## config.mk

```make
export PLATFORM = sky130hd
export DESIGN_NAME = adc_host
export DESIGN_NICKNAME = d
export VERILOG_FILES = /design/src/rtl/adc_host_pkg.sv /design/src/rtl/adc_host_sclk_div.sv /design/src/rtl/adc_host_rx.sv /design/src/rtl/adc_host_seq.sv /design/src/rtl/adc_host.sv
export SDC_FILE = /design/constraint.sdc
export NUM_CORES = 1
export LEC_CHECK = 0
export ABC_AREA = 1
export BUFFER_PORTS_ARGS = -buffer_cell sky130_fd_sc_hd__buf_2
export CAP_MARGIN = 20
export CORE_MARGIN = 2
export CORE_UTILIZATION = 30
export DETAILED_ROUTE_END_ITERATION = 10
export PLACE_DENSITY_LB_ADDON = 0.15
export RECOVER_POWER = 50
export SYNTH_ARGS = -nofsm -noshare
export SYNTH_HDL_FRONTEND = slang
export SYNTH_SLANG_ARGS = --single-unit
```

## constraint.sdc

```tcl
create_clock -name clk -period 2.9 [get_ports clk]
set_input_delay 0.29 -clock clk [delete_from_list [all_inputs] [get_ports clk]]
set_output_delay 0.29 -clock clk [all_outputs]
set_load 0.05 [all_outputs]
```

## src/rtl/adc_host_pkg.sv

```systemverilog
`timescale 1ns/1ps
package adc_host_pkg;
  localparam int CTRL_W = 8;
  localparam int RES_W  = 8;
  typedef enum logic [1:0] {ST_IDLE, ST_RUN, ST_DRAIN} seq_state_e;
endpackage

```

## src/rtl/adc_host_sclk_div.sv

```systemverilog
`timescale 1ns/1ps
module adc_host_sclk_div #(
  parameter int DIV_W = 8
) (
  input  logic             clk,
  input  logic             rst,
  input  logic             run,
  input  logic [DIV_W-1:0] half_div,
  output logic             sclk,
  output logic             rise_now,
  output logic             fall_now
);
  logic [DIV_W-1:0] cnt;
  logic [DIV_W-1:0] lim_m1;
  logic             wrap;

  assign lim_m1   = (half_div == '0) ? '0 : half_div - DIV_W'(1);
  assign wrap     = run && (cnt >= lim_m1);
  assign rise_now = wrap && !sclk;
  assign fall_now = wrap && sclk;

  always_ff @(posedge clk) begin
    if (rst || !run) begin
      cnt  <= '0;
      sclk <= 1'b0;
    end else if (wrap) begin
      cnt  <= '0;
      sclk <= ~sclk;
    end else begin
      cnt  <= cnt + DIV_W'(1);
    end
  end

  // a stopped divider leaves the serial clock low
  p_sclk_halt_r2: assert property (@(posedge clk) disable iff (rst)
    !run |=> !sclk);
endmodule

```

## src/rtl/adc_host_rx.sv

```systemverilog
`timescale 1ns/1ps
module adc_host_rx
  import adc_host_pkg::*;
#(
  parameter int TAG_W = 4
) (
  input  logic             clk,
  input  logic             rst,
  input  logic             start,
  input  logic             sample,
  input  logic             miso,
  input  logic [TAG_W-1:0] tag_in,
  output logic             res_valid,
  output logic [RES_W-1:0] res_data,
  output logic [TAG_W-1:0] res_tag
);
  localparam int CW = $clog2(RES_W);

  logic             busy;
  logic [CW-1:0]    cnt;
  logic [RES_W-2:0] sh;
  logic [TAG_W-1:0] tag_q;

  always_ff @(posedge clk) begin
    if (rst) begin
      busy      <= 1'b0;
      cnt       <= '0;
      sh        <= '0;
      tag_q     <= '0;
      res_valid <= 1'b0;
      res_data  <= '0;
      res_tag   <= '0;
    end else begin
      res_valid <= 1'b0;
      if (start) begin
        sh    <= {{(RES_W-2){1'b0}}, miso};
        cnt   <= CW'(1);
        busy  <= 1'b1;
        tag_q <= tag_in;
      end else if (sample && busy) begin
        sh <= {sh[RES_W-3:0], miso};
        if (cnt == CW'(RES_W-1)) begin
          res_valid <= 1'b1;
          res_data  <= {sh, miso};
          res_tag   <= tag_q;
          busy      <= 1'b0;
          cnt       <= '0;
        end else begin
          cnt <= cnt + CW'(1);
        end
      end
    end
  end

  // a new result window never opens over an unfinished one
  p_no_overlap_r5: assert property (@(posedge clk) disable iff (rst)
    start |-> !busy);
endmodule

```

## src/rtl/adc_host_seq.sv

```systemverilog
`timescale 1ns/1ps
module adc_host_seq
  import adc_host_pkg::*;
#(
  parameter int TAG_W    = 4,
  parameter int FAST_LEN = 10,
  parameter int BYTE_LEN = 16,
  parameter int D7_FAST  = 8,
  parameter int D7_BYTE  = 12
) (
  input  logic              clk,
  input  logic              rst,
  input  logic              mode_byte,
  input  logic              cmd_valid,
  input  logic [CTRL_W-1:0] cmd_data,
  input  logic [TAG_W-1:0]  cmd_tag,
  output logic              cmd_ready,
  input  logic              rise_now,
  input  logic              fall_now,
  output logic              run,
  output logic              cs_n,
  output logic              mosi,
  output logic              rx_start,
  output logic [TAG_W-1:0]  rx_tag
);
  localparam int EW = $clog2(BYTE_LEN + 1);
  localparam logic [EW-1:0] LEN_F  = EW'(FAST_LEN);
  localparam logic [EW-1:0] LEN_B  = EW'(BYTE_LEN);
  localparam logic [EW-1:0] D7_F   = EW'(D7_FAST);
  localparam logic [EW-1:0] D7_B   = EW'(D7_BYTE);
  localparam logic [EW-1:0] CMD_EN = EW'(CTRL_W);

  seq_state_e        st;
  logic              mode_q;
  logic              nxt_has;
  logic [EW-1:0]     edge_cnt;
  logic [EW-1:0]     edge_nxt;
  logic [EW-1:0]     frame_len;
  logic [EW-1:0]     d7_edge;
  logic [EW-1:0]     drain_last;
  logic [CTRL_W-1:0] tx;
  logic [TAG_W-1:0]  tag_cur;

  assign frame_len  = mode_q ? LEN_B : LEN_F;
  assign d7_edge    = mode_q ? D7_B : D7_F;
  assign drain_last = d7_edge + EW'(RES_W - 1) - frame_len;
  assign edge_nxt   = (edge_cnt == frame_len) ? EW'(1) : edge_cnt + EW'(1);
  assign run        = (st != ST_IDLE);
  assign rx_tag     = tag_cur;
  assign cmd_ready  = (st == ST_IDLE) ||
                      ((st == ST_RUN) && rise_now && (edge_nxt == frame_len));
  assign rx_start   = (st == ST_RUN) && rise_now && (edge_nxt == d7_edge);

  always_ff @(posedge clk) begin
    if (rst) begin
      st       <= ST_IDLE;
      mode_q   <= 1'b0;
      nxt_has  <= 1'b0;
      edge_cnt <= '0;
      tx       <= '0;
      tag_cur  <= '0;
      cs_n     <= 1'b1;
      mosi     <= 1'b0;
    end else begin
      case (st)
        ST_IDLE: begin
          if (cmd_valid) begin
            tx       <= {1'b1, cmd_data[CTRL_W-2:0]};
            tag_cur  <= cmd_tag;
            mode_q   <= mode_byte;
            edge_cnt <= '0;
            mosi     <= 1'b1;
            cs_n     <= 1'b0;
            st       <= ST_RUN;
          end
        end
        ST_RUN: begin
          if (rise_now) begin
            edge_cnt <= edge_nxt;
            if (edge_nxt == frame_len) begin
              nxt_has <= cmd_valid;
              if (cmd_valid) begin
                tx      <= {1'b1, cmd_data[CTRL_W-2:0]};
                tag_cur <= cmd_tag;
              end
            end
          end else if (fall_now) begin
            if (edge_cnt == frame_len) begin
              if (nxt_has) begin
                mosi <= 1'b1;
              end else begin
                mosi     <= 1'b0;
                edge_cnt <= '0;
                st       <= ST_DRAIN;
              end
            end else if (edge_cnt < CMD_EN) begin
              mosi <= tx[CTRL_W-2];
              tx   <= {tx[CTRL_W-2:0], 1'b0};
            end else begin
              mosi <= 1'b0;
            end
          end
        end
        ST_DRAIN: begin
          if (rise_now) begin
            edge_cnt <= edge_cnt + EW'(1);
          end else if (fall_now && (edge_cnt == drain_last)) begin
            edge_cnt <= '0;
            cs_n     <= 1'b1;
            st       <= ST_IDLE;
          end
        end
        default: st <= ST_IDLE;
      endcase
    end
  end

  // inside a run the accept slot lasts exactly one cycle
  p_ready_pulse_r8: assert property (@(posedge clk) disable iff (rst)
    (run && cmd_ready) |=> !cmd_ready);

  // the command line is low in the padding edges of a running frame
  p_tail_low_r3: assert property (@(posedge clk) disable iff (rst)
    ((st == ST_RUN) && (edge_cnt > CMD_EN) && (edge_cnt < frame_len)) |-> !mosi);

  // while draining, nothing is accepted and the command line is low
  p_drain_quiet_r9: assert property (@(posedge clk) disable iff (rst)
    (st == ST_DRAIN) |-> (!cmd_ready && !mosi));
endmodule

```

## src/rtl/adc_host.sv

```systemverilog
`timescale 1ns/1ps
module adc_host
  import adc_host_pkg::*;
#(
  parameter int DIV_W    = 8,
  parameter int TAG_W    = 4,
  parameter int FAST_LEN = 10,
  parameter int BYTE_LEN = 16,
  parameter int D7_FAST  = 8,
  parameter int D7_BYTE  = 12
) (
  input  logic              clk,
  input  logic              rst,
  input  logic              mode_byte,
  input  logic [DIV_W-1:0]  half_div,
  input  logic              cmd_valid,
  output logic              cmd_ready,
  input  logic [CTRL_W-1:0] cmd_data,
  input  logic [TAG_W-1:0]  cmd_tag,
  output logic              cs_n,
  output logic              sclk,
  output logic              mosi,
  input  logic              miso,
  output logic              res_valid,
  output logic [RES_W-1:0]  res_data,
  output logic [TAG_W-1:0]  res_tag
);
  logic             run;
  logic             rise_now;
  logic             fall_now;
  logic             rx_start;
  logic [TAG_W-1:0] rx_tag;

  adc_host_sclk_div #(.DIV_W(DIV_W)) u_div (
    .clk      (clk),
    .rst      (rst),
    .run      (run),
    .half_div (half_div),
    .sclk     (sclk),
    .rise_now (rise_now),
    .fall_now (fall_now)
  );

  adc_host_seq #(
    .TAG_W    (TAG_W),
    .FAST_LEN (FAST_LEN),
    .BYTE_LEN (BYTE_LEN),
    .D7_FAST  (D7_FAST),
    .D7_BYTE  (D7_BYTE)
  ) u_seq (
    .clk       (clk),
    .rst       (rst),
    .mode_byte (mode_byte),
    .cmd_valid (cmd_valid),
    .cmd_data  (cmd_data),
    .cmd_tag   (cmd_tag),
    .cmd_ready (cmd_ready),
    .rise_now  (rise_now),
    .fall_now  (fall_now),
    .run       (run),
    .cs_n      (cs_n),
    .mosi      (mosi),
    .rx_start  (rx_start),
    .rx_tag    (rx_tag)
  );

  adc_host_rx #(.TAG_W(TAG_W)) u_rx (
    .clk       (clk),
    .rst       (rst),
    .start     (rx_start),
    .sample    (rise_now),
    .miso      (miso),
    .tag_in    (rx_tag),
    .res_valid (res_valid),
    .res_data  (res_data),
    .res_tag   (res_tag)
  );

  // the serial clock rests low whenever chip-select is released
  p_sclk_parked_r2: assert property (@(posedge clk) disable iff (rst)
    cs_n |-> !sclk);

  // the result strobe never lasts two cycles
  p_valid_pulse_r7: assert property (@(posedge clk) disable iff (rst)
    res_valid |=> !res_valid);
endmodule

```

# Yosys cells after proc, flatten, opt, wreduce, memory -nomap -nowiden
# Index checks and enable logic that the tools add are counted.
[totals]
input_bits = 25
latch_bits = 0
n_memories = 0
register_bits = 60
romBits = 0
out_inout_bits = 17
mem_bits_rw = 0
[op_classes]
mul = 0
n_mux = 51
addsub = 6
magnitude_cmp = 2
shift = 0
n_eq_ne = 23
bitwise = 3
reduce_logical = 33
div = 0
[ops]
columns = ["operator", "count"]
rows = [
  ["$mux 8", 7],
  ["$mux 5", 9],
  ["$eq 5x5->1", 4],
  ["$mux 1", 17],
  ["$pmux 8 s2", 1],
  ["$pmux 5 s3", 1],
  ["$mux 2", 7],
  ["$mux 4", 3],
  ["$ne 3x2->1 const B", 4],
  ["$ne 2x2->1 const B", 5],
  ["$reduce_bool 2->1", 5],
  ["$reduce_and 3->1", 3],
  ["$add 8x1->8 const B", 1],
  ["$ge 8x8->1", 1],
  ["$logic_and 1x1->1", 8],
  ["$logic_not 8->1", 1],
  ["$ne 2x1->1 const B", 4],
  ["$pmux 4 s2", 1],
  ["$reduce_and 4->1", 2],
  ["$sub 8x1->8 const B", 1],
  ["$reduce_and 7->1", 1],
  ["$mux 3", 2],
  ["$ne 3x1->1 const B", 2],
  ["$pmux 2 s3", 1],
  ["other kinds (20)", 27],
]

# Longest topological paths before layout
# Gate-level depths: netlist of the first run.
[depth]
word_depth = 9
ltp_mapped = 23

# Cells and area by module
# Synthesis of the first run repeated with hierarchy kept, for this count alone.
[hier_totals]
cells_unflattened = 457
area_unflattened_um2 = 3370.7
[modules_own_cells]
columns = ["mod", "seq_area_each_um2", "area_each_um2", "instances", "cells_each"]
rows = [
  ["adc_host_seq", 440.4, 1478.9, 1, 219],
  ["adc_host_rx", 560.5, 1116.1, 1, 130],
  ["adc_host_sclk_div", 180.2, 775.7, 1, 108],
]

# Least setup slack after synthesis of the first run
# Ideal clock, no wire load.
[synth_path]
kind = "input-to-output"
startpoint = "input half_div[0]"
endpoint = "output cmd_ready"
path_slack_ns = 0.076
t_arrival_ns = 2.534
required_time_ns = 2.610
stages = 18
cell_sequence = "inv_1 > ha_1 > nand2_1 > nor3_1 > nand2_1 > inv_1 > or2_2 > ha_1 > nand2_1 > nor2_1 > nor2_1 > nand2_1 > nand2_1 > nand2_2 > nand3_4 > nor2_2 > nand3_1 > nand2_1"
[synth_via]
elab_chain_cells = 8
[synth_rtl]
columns = ["element", "line_no", "rtl"]
rows = [
  ["from (decl)", "adc_host.sv:15", "input logic [DIV_W-1:0] half_div,"],
  ["$sub 8x1->8 / $logic_not 8->1 (equally long branches)", "adc_host_sclk_div.sv:17", "assign lim_m1 = (half_div == '0) ? '0 : half_div - DIV_W'(1);"],
  ["$mux 8 (*)", "adc_host_sclk_div.sv:17", ""],
  ["$ge 8x8->1 (*)", "adc_host_sclk_div.sv:18", "assign wrap = run && (cnt >= lim_m1);"],
  ["$logic_and 1x1->1 (*)", "adc_host_sclk_div.sv:18", ""],
  ["$logic_and 1x1->1 (*)", "adc_host_sclk_div.sv:19", "assign rise_now = wrap && !sclk;"],
  ["$logic_and 1x1->1 (*) (2 in series)", "adc_host_seq.sv:51", "((st == ST_RUN) && rise_now && (edge_nxt == frame_len));"],
  ["$logic_or 1x1->1 (*)", "adc_host_seq.sv:50", "assign cmd_ready = (st == ST_IDLE) ||"],
  ["to (decl)", "adc_host.sv:17", "output logic cmd_ready,"],
]
# Every way passes the cells marked *; elsewhere a longest branch is shown, timed or not.

# Worst setup path after layout of the first run
# Ends and elaborated chain as after synthesis.

==> flow_metrics.tcl, run 1 <==
set metrics [dict create \
    ir_worst_vdd_mv 0.400 \
    status "finished, final reports clean" \
    n_antenna_cell 0 \
    drt_iter0_drc 154 \
    synth_common_cells "nand2_1, nor2_1, dfxtp_1" \
    core-area_um2 10700 \
    netlist_area_um2 3290 \
    fmax_mhz 371 \
    fin_crit_ns 2.69 \
    postPlaceCellArea_um2 3770 \
    root_buffer "clkbuf_8" \
    worst_slew_pin_slew_ns 0.622 \
    grt_pass1_wl_um 12900 \
    clkTransAtPathRegs_ns 0.07 \
    synth-edff-count 0 \
    std_cell_rows 38 \
    port-buffer-count 40 \
    io_pins 42 \
    synthSimpleGateAreaFrac_pct 37.4 \
    fp.dieW_um 109 \
    fin_nets 596 \
    initial_core_util_pct 30.6 \
    synth.top_cell.area_share_pct 35.9 \
    cp_cell_sequence "buf_2 -> inv_1 -> ha_4 -> nand2_4 -> nor3_4 -> nand2_2 -> inv_2 -> or2_2 -> ha_4 -> nand2_1 -> nor2_1 -> nor2_1 -> nand2_1 -> nand2_1 -> nand2_2 -> nand3_4 -> nor2_4 -> nand3_2 -> nand2_2 -> buf_8" \
    synthMuxAreaShare_pct 0.305 \
    postSynthCellCount 489 \
    worstSetupEndpointType "output port" \
    cts-htree-levels 3 \
    worst_ep_arrival_time_ns 2.40 \
    cts.sinks 59 \
    min_period_over_period_pct 92.9 \
    dpl.hpwl_um 5540 \
    hp-class "input pin to flip-flop" \
    fin_area_um2 4050 \
    area_growth_syn_to_layout_pct 23.3 \
    grt_pass1_vias 2812 \
    p_leak_nw 1.88 \
    cellInternalPower_mw 1.70 \
    synth_top_area_cell "dfxtp_1" \
    clkPwrFrac_pct 26.5 \
    numCtsBuffers 9 \
    setup_viol 0 \
    gp_congestion 0.794 \
    crit_path_start_kind "input pin" \
    routed_wirelength_um 7670 \
    ys_seq_area_share_pct 35.9 \
    synthXorXnorAreaFrac_pct 1.60 \
    ys_warn_count 0 \
    swShare_pct 41.3 \
    multi_input_area_um2 1900 \
    fin_skew_ns 0.0110 \
    drive_gt1_share_pct 18.4 \
    synth_top_family_by_area "simple AND/OR/NAND/NOR gates" \
    worst-path-max-fanout 5 \
    drt-wirelength-per-cell_um 11.0 \
    critPathSlowestCell "or2_2" \
    finalPower_mw 2.90 \
    avgSynthCellArea_um2 6.72 \
    synthAdderAreaFrac_pct 6.47 \
    ys_types 37 \
    finalCoreUtilization_pct 37.7 \
    p_seq_share_pct 34.7 \
    die_area_um2 11800 \
    postCtsHoldBufs 0 \
    gr-total-overflow 0 \
    worstSkewPairLatency_ns 0.35 \
    grt_usage_pct 13.8 \
    synth_area_leaders "dfxtp_1, nand2_1, nor2_1" \
    layout.area.seq_um2 1180 \
    cts_tree "yes" \
    synthFlopType "dfxtp_1" \
    die_h_um 109 \
    slowest_delay_ns 0.29 \
    antenna_found_initial 0 \
    power_density_nw_per_um2 716 \
    ys_ff_latch 59 \
    finalHoldViolations 0 \
    antenna_left 0 \
    via_per_inst 4.48 \
    synth-compound-area-share_pct 9.90 \
    max_slew_margin_pct 58.7 \
    worstSetupPathType "input pin to output port" \
    grt_max_degree 22 \
    nFillCells 1200 \
    async_flop_share_pct 0 \
    slew_violations 0 \
    p_sw_mw 1.20 \
    crit_required_ns 2.61 \
    clock_path_buffers 2 \
    power_frac_comb_pct 38.9 \
    synth.most_common_cell "nand2_1" \
    synth_fp_nets 531 \
    drt_first_pass_iters 4 \
    drv_cap 0 \
    post-route-drc-count 0 \
    vias 3133 \
]
[worst paths after layout]
kind,startpoint,end,slack [ns],depth (start not counted)
max,half_div[0],cmd_ready,0.21,20
min,miso,u_rx.res_data[0],0.16,3
max reg2reg,u_div.cnt[0],u_seq.tx[3],0.66,15
min reg2reg,u_rx.tag_q[1],u_rx.res_tag[1],0.45,2
[worst max-delay path, delay by kind of cell]
family                   cells  cell delay (ns)
adder cells (fa/ha/maj)      2             0.44
buffers and inverters        4             0.36
AND/OR/NAND/NOR             14             1.29
[cell usage in the layout, fill, tap and decap left out, types with 2 or more instances in the layout]
| cell type | count |
|---|---|
| a21boi_0 | 2 |
| a21oi_1 | 28 |
| buf_2 | 23 |
| buf_4 | 28 |
| clkbuf_1 | 16 |
| clkbuf_8 | 9 |
| clkinv_4 | 2 |
| clkinvlp_4 | 2 |
| dfxtp_1 | 59 |
| ha_1 | 15 |
| ha_4 | 2 |
| inv_1 | 41 |
| inv_2 | 7 |
| nand2_1 | 151 |
| nand2_2 | 7 |
| nand3_1 | 35 |
| nand3_2 | 3 |
| nand3_4 | 2 |
| nand4_1 | 7 |
| nor2_1 | 62 |
| nor2_2 | 3 |
| nor2_4 | 2 |
| nor3_1 | 2 |
| o21ai_0 | 19 |
| o21ai_1 | 5 |
| or2_2 | 2 |
| xor2_1 | 5 |
[routing by layer]
layer | vias up | share of wire (%) | wire length, µm | track usage, %
li1 | 1694 | - | - | -
met1 | 1391 | 52 | 4000 | 18.8
met2 | 38 | 43 | 3310 | 21.3
met3 | 10 | 3.4 | 264 | 3.47
met4 | 0 | 1.2 | 92 | 4.49
met5 | - | 0 | 0 | 0
[flip-flops by register name (all words and copies together), names as in the netlist, 2 cells and up]
| signal | flops |
|---|---|
| u_seq.rx_tag | 4 |
| u_seq.edge_cnt | 5 |
| u_rx.res_data | 8 |
| u_seq.st | 2 |
| u_div.cnt | 8 |
| u_rx.cnt | 3 |
| u_rx.sh | 7 |
| u_seq.tx | 7 |
| u_rx.res_tag | 4 |
| u_rx.tag_q | 4 |
[kinds of logic (layout without fill, tap and decap cells)]
kind of cell,Yosys count,after routing
simple gates,283,283
compound gates,60,60
mux,1,1
fa+ha+maj,17,17
xor+xnor,6,6
flops,59,59
buf+inv,63,133
[cell type report]
| cell class | count | share of cell area (%) |
|---|---|---|
| sequential | 59 | 29.1 |
| inverter | 48 | 4.45 |
| timing repair buffer | 69 | 10.4 |
| clock inverter | 7 | 1.88 |
| multi-input combinational | 367 | 46.8 |
| clock buffer | 9 | 3.06 |
| tap | 140 | 4.32 |
[power by group through the flow]
stage	logic [mW]	registers [mW]	clock network [mW]
5_1_grt	1.32	1.02	0.833
3_5_place_dp	1.10	1.02	0
2_1_floorplan	0.864	1.03	0
6_report	1.13	1.01	0.768
3_3_place_gp	1.09	1.02	0
4_1_cts	1.11	1.00	0.796
[per-stage QoR]
step	cells	hold WS (ns)	setup TNS [ns]	setup slack [ns]
floorplan	489	0.393	0	0.0764
global placement	680	0.436	-0.0691	-0.0233
detailed placement	680	0.436	-0.221	-0.0346
CTS	696	0.150	0	0.0138
global route	699	0.166	-0.0114	-0.0114
finish	699	0.159	0	0.206
[timing repair]
action / in CTS / in global routing
pin swaps: 0 / 5
buffers inserted: 0 / 3
gates resized for setup: 1 / 16
setup endpoints to repair: 1 / 12
No activity file was read; power rests on OpenSTA's default activity.
==> inputs of run 2 (changes only) <==
CORE_ASPECT_RATIO = 1.25   (was not set)
==> run 2 against run 1 <==
  * Clock skew shrank 0.0057 ns
  * Critical path type unchanged
  * Worst hold slack improved by 0.022 ns
  * Setup slack better by 0.023 ns
  * Global-route usage up 0.35 points
  * Die area about the same
  * Largest power group unchanged
  * Register-to-register slack gained 0.03 ns
==> flow_metrics.tcl, run 2 (synthesis gave the netlist of run 1 again) <==
set metrics [dict create \
    drt-wirelength-per-cell_um 11.5 \
    grt_pass1_vias 3055 \
    p_sw_mw 1.22 \
    routed_wirelength_um 7970 \
    fin_skew_ns 0.00524 \
    slowest_delay_ns 0.26 \
    via_per_inst 4.58 \
    worst-path-max-fanout 3 \
    met1_usage_pct 16.1 \
    final_cell_mix "nand2_1, nor2_1, dfxtp_1" \
    area_growth_syn_to_layout_pct 25.9 \
    crit_path_start_kind "input pin" \
    n_antenna_cell 0 \
    root_buffer "clkbuf_16" \
    grt_max_degree 26 \
    crit_family "simple AND/OR/NAND/NOR gates" \
    cp_cell_sequence "buf_2 -> inv_1 -> ha_2 -> nand2_2 -> nor3_2 -> nand2_1 -> inv_1 -> or2_4 -> ha_4 -> nand2_1 -> nor2_1 -> nor2_1 -> nand2_1 -> nand2_1 -> nand2_2 -> nand3_4 -> nor2_4 -> nand3_4 -> nand2_2 -> buf_8" \
    final_cell_count_no_fill 692 \
    pre_cts_slack_ns -0.0752 \
    swShare_pct 37.1 \
    power_density_nw_per_um2 793 \
    fmax_mhz 374 \
    min_period_over_period_pct 92.1 \
    fin_setup_tns_ns 0 \
    cts_tree "yes" \
    reg.largest.list "u_div.cnt (8), u_rx.res_data (8)" \
    fin_crit_ns 2.67 \
    cellInternalPower_mw 2.06 \
    grt_usage_pct 14.1 \
    clkTransAtPathRegs_ns 0.05 \
    clkPwrFrac_pct 34.2 \
    slew_violations 0 \
    p_seq_share_pct 30.7 \
    multi_input_area_um2 1880 \
    p_leak_nw 1.92 \
    worst-path-buf-inv 4 \
    status "finished, final reports clean" \
    finalHoldViolations 0 \
    hp-class "input pin to flip-flop" \
    fp.dieW_um 97.6 \
    worst_ep_arrival_time_ns 2.38 \
    crit_required_ns 2.61 \
    fin_nets 597 \
    dpl.cell_count 674 \
    worst_slew_pin_slew_ns 0.611 \
    antenna_found_initial 0 \
    nFillCells 1163 \
    initial_core_util_pct 31.0 \
    io_pins 42 \
    grt_pass1_wl_um 13700 \
    power_frac_comb_pct 35.1 \
    vias 3172 \
    numCtsBuffers 9 \
    top_usage_layer "met2" \
    post-route-drc-count 0 \
    layout.area.seq_um2 1180 \
    gr-total-overflow 0 \
    drv_cap 0 \
    layout_setup_ws_ns 0.229 \
    grt_use_met3_pct 3.11 \
    worstSetupEndpointType "output port" \
    antenna_left 0 \
    rsz0062_at_grt "no" \
    critPathSlowestCell "ha_4" \
    core-area_um2 10600 \
    drive_gt1_share_pct 17.1 \
    crit_path_frequent_cell "nand2_1" \
    std_cell_rows 42 \
    drt_first_pass_iters 6 \
    die_h_um 121 \
    setup_viol 0 \
    final_common_cell "nand2_1" \
    gp_congestion 0.850 \
    drt_iter0_drc 90 \
    cts.sinks 59 \
    worstSkewPairLatency_ns 0.33 \
    worstSetupPathType "input pin to output port" \
    clock_path_buffers 2 \
    ir_worst_vdd_mv 0.347 \
    met2_usage_pct 25.4 \
    port-buffer-count 40 \
    max_slew_margin_pct 59.4 \
    dpl.hpwl_um 5950 \
    die_area_um2 11800 \
    cts-htree-levels 3 \
]
[run 2: worst min-delay path, cell delays in order]
cell and delay [ns]:
buf_2 0.09, nand2_1 0.05, nand2_1 0.05
[run 2: per-layer routing]
| layer | up-vias | routed length (µm) |
|---|---|---|
| li1 | 1692 | - |
| met1 | 1413 | 3570 |
| met2 | 49 | 4020 |
| met3 | 18 | 231 |
| met4 | 0 | 156 |
| met5 | - | 0 |
[run 2: stage by stage]
stage / instance area [µm²] / hold slack [ns] / util, % / total power, mW
after floorplan: 3290 / 0.393 / - / 1.89
after global placement: 3780 / 0.437 / 35.6 / 2.12
after detailed placement: 3780 / 0.442 / 35.6 / 2.14
after CTS: 4100 / 0.175 / 38.6 / 3.28
after global routing: 4140 / 0.194 / 39.0 / 3.52
final: 4140 / 0.181 / 39.0 / 3.28
[run 2: layout make-up]
| cell class | instances | share of cell area (%) |
|---|---|---|
| inverter | 48 | 4.36 |
| clock inverter | 5 | 1.88 |
| multi-input combinational | 367 | 45.5 |
| timing repair buffer | 70 | 10.1 |
| sequential | 59 | 28.6 |
| clock buffer | 11 | 5.63 |
| tap | 132 | 3.99 |
[run 2: path summary, 6_finish.rpt]
path / from / cells past startpoint / slack (ns) / end
hold reg to reg: u_seq.cs_n / 2 / 0.45 / u_seq.cs_n
setup reg to reg: u_div.cnt[0] / 17 / 0.69 / u_rx.busy
hold / removal: miso / 3 / 0.18 / u_rx.res_data[0]
setup / recovery: half_div[0] / 20 / 0.23 / cmd_ready
[run 2: power by group through the flow]
stage	registers, mW	clock network [mW]	logic (mW)
floorplan	1.03	0	0.864
global route	1.02	1.18	1.32
detailed placement	1.02	0	1.11
global placement	1.02	0	1.10
finish	1.01	1.12	1.15
CTS	1.01	1.15	1.13
[run 2: repair_timing]
item,CTS,global route
setup buffers,0,2
pin swaps,0,2
hold buffers,0,0
resized for setup,3,10
endpoints found under the setup margin,1,1
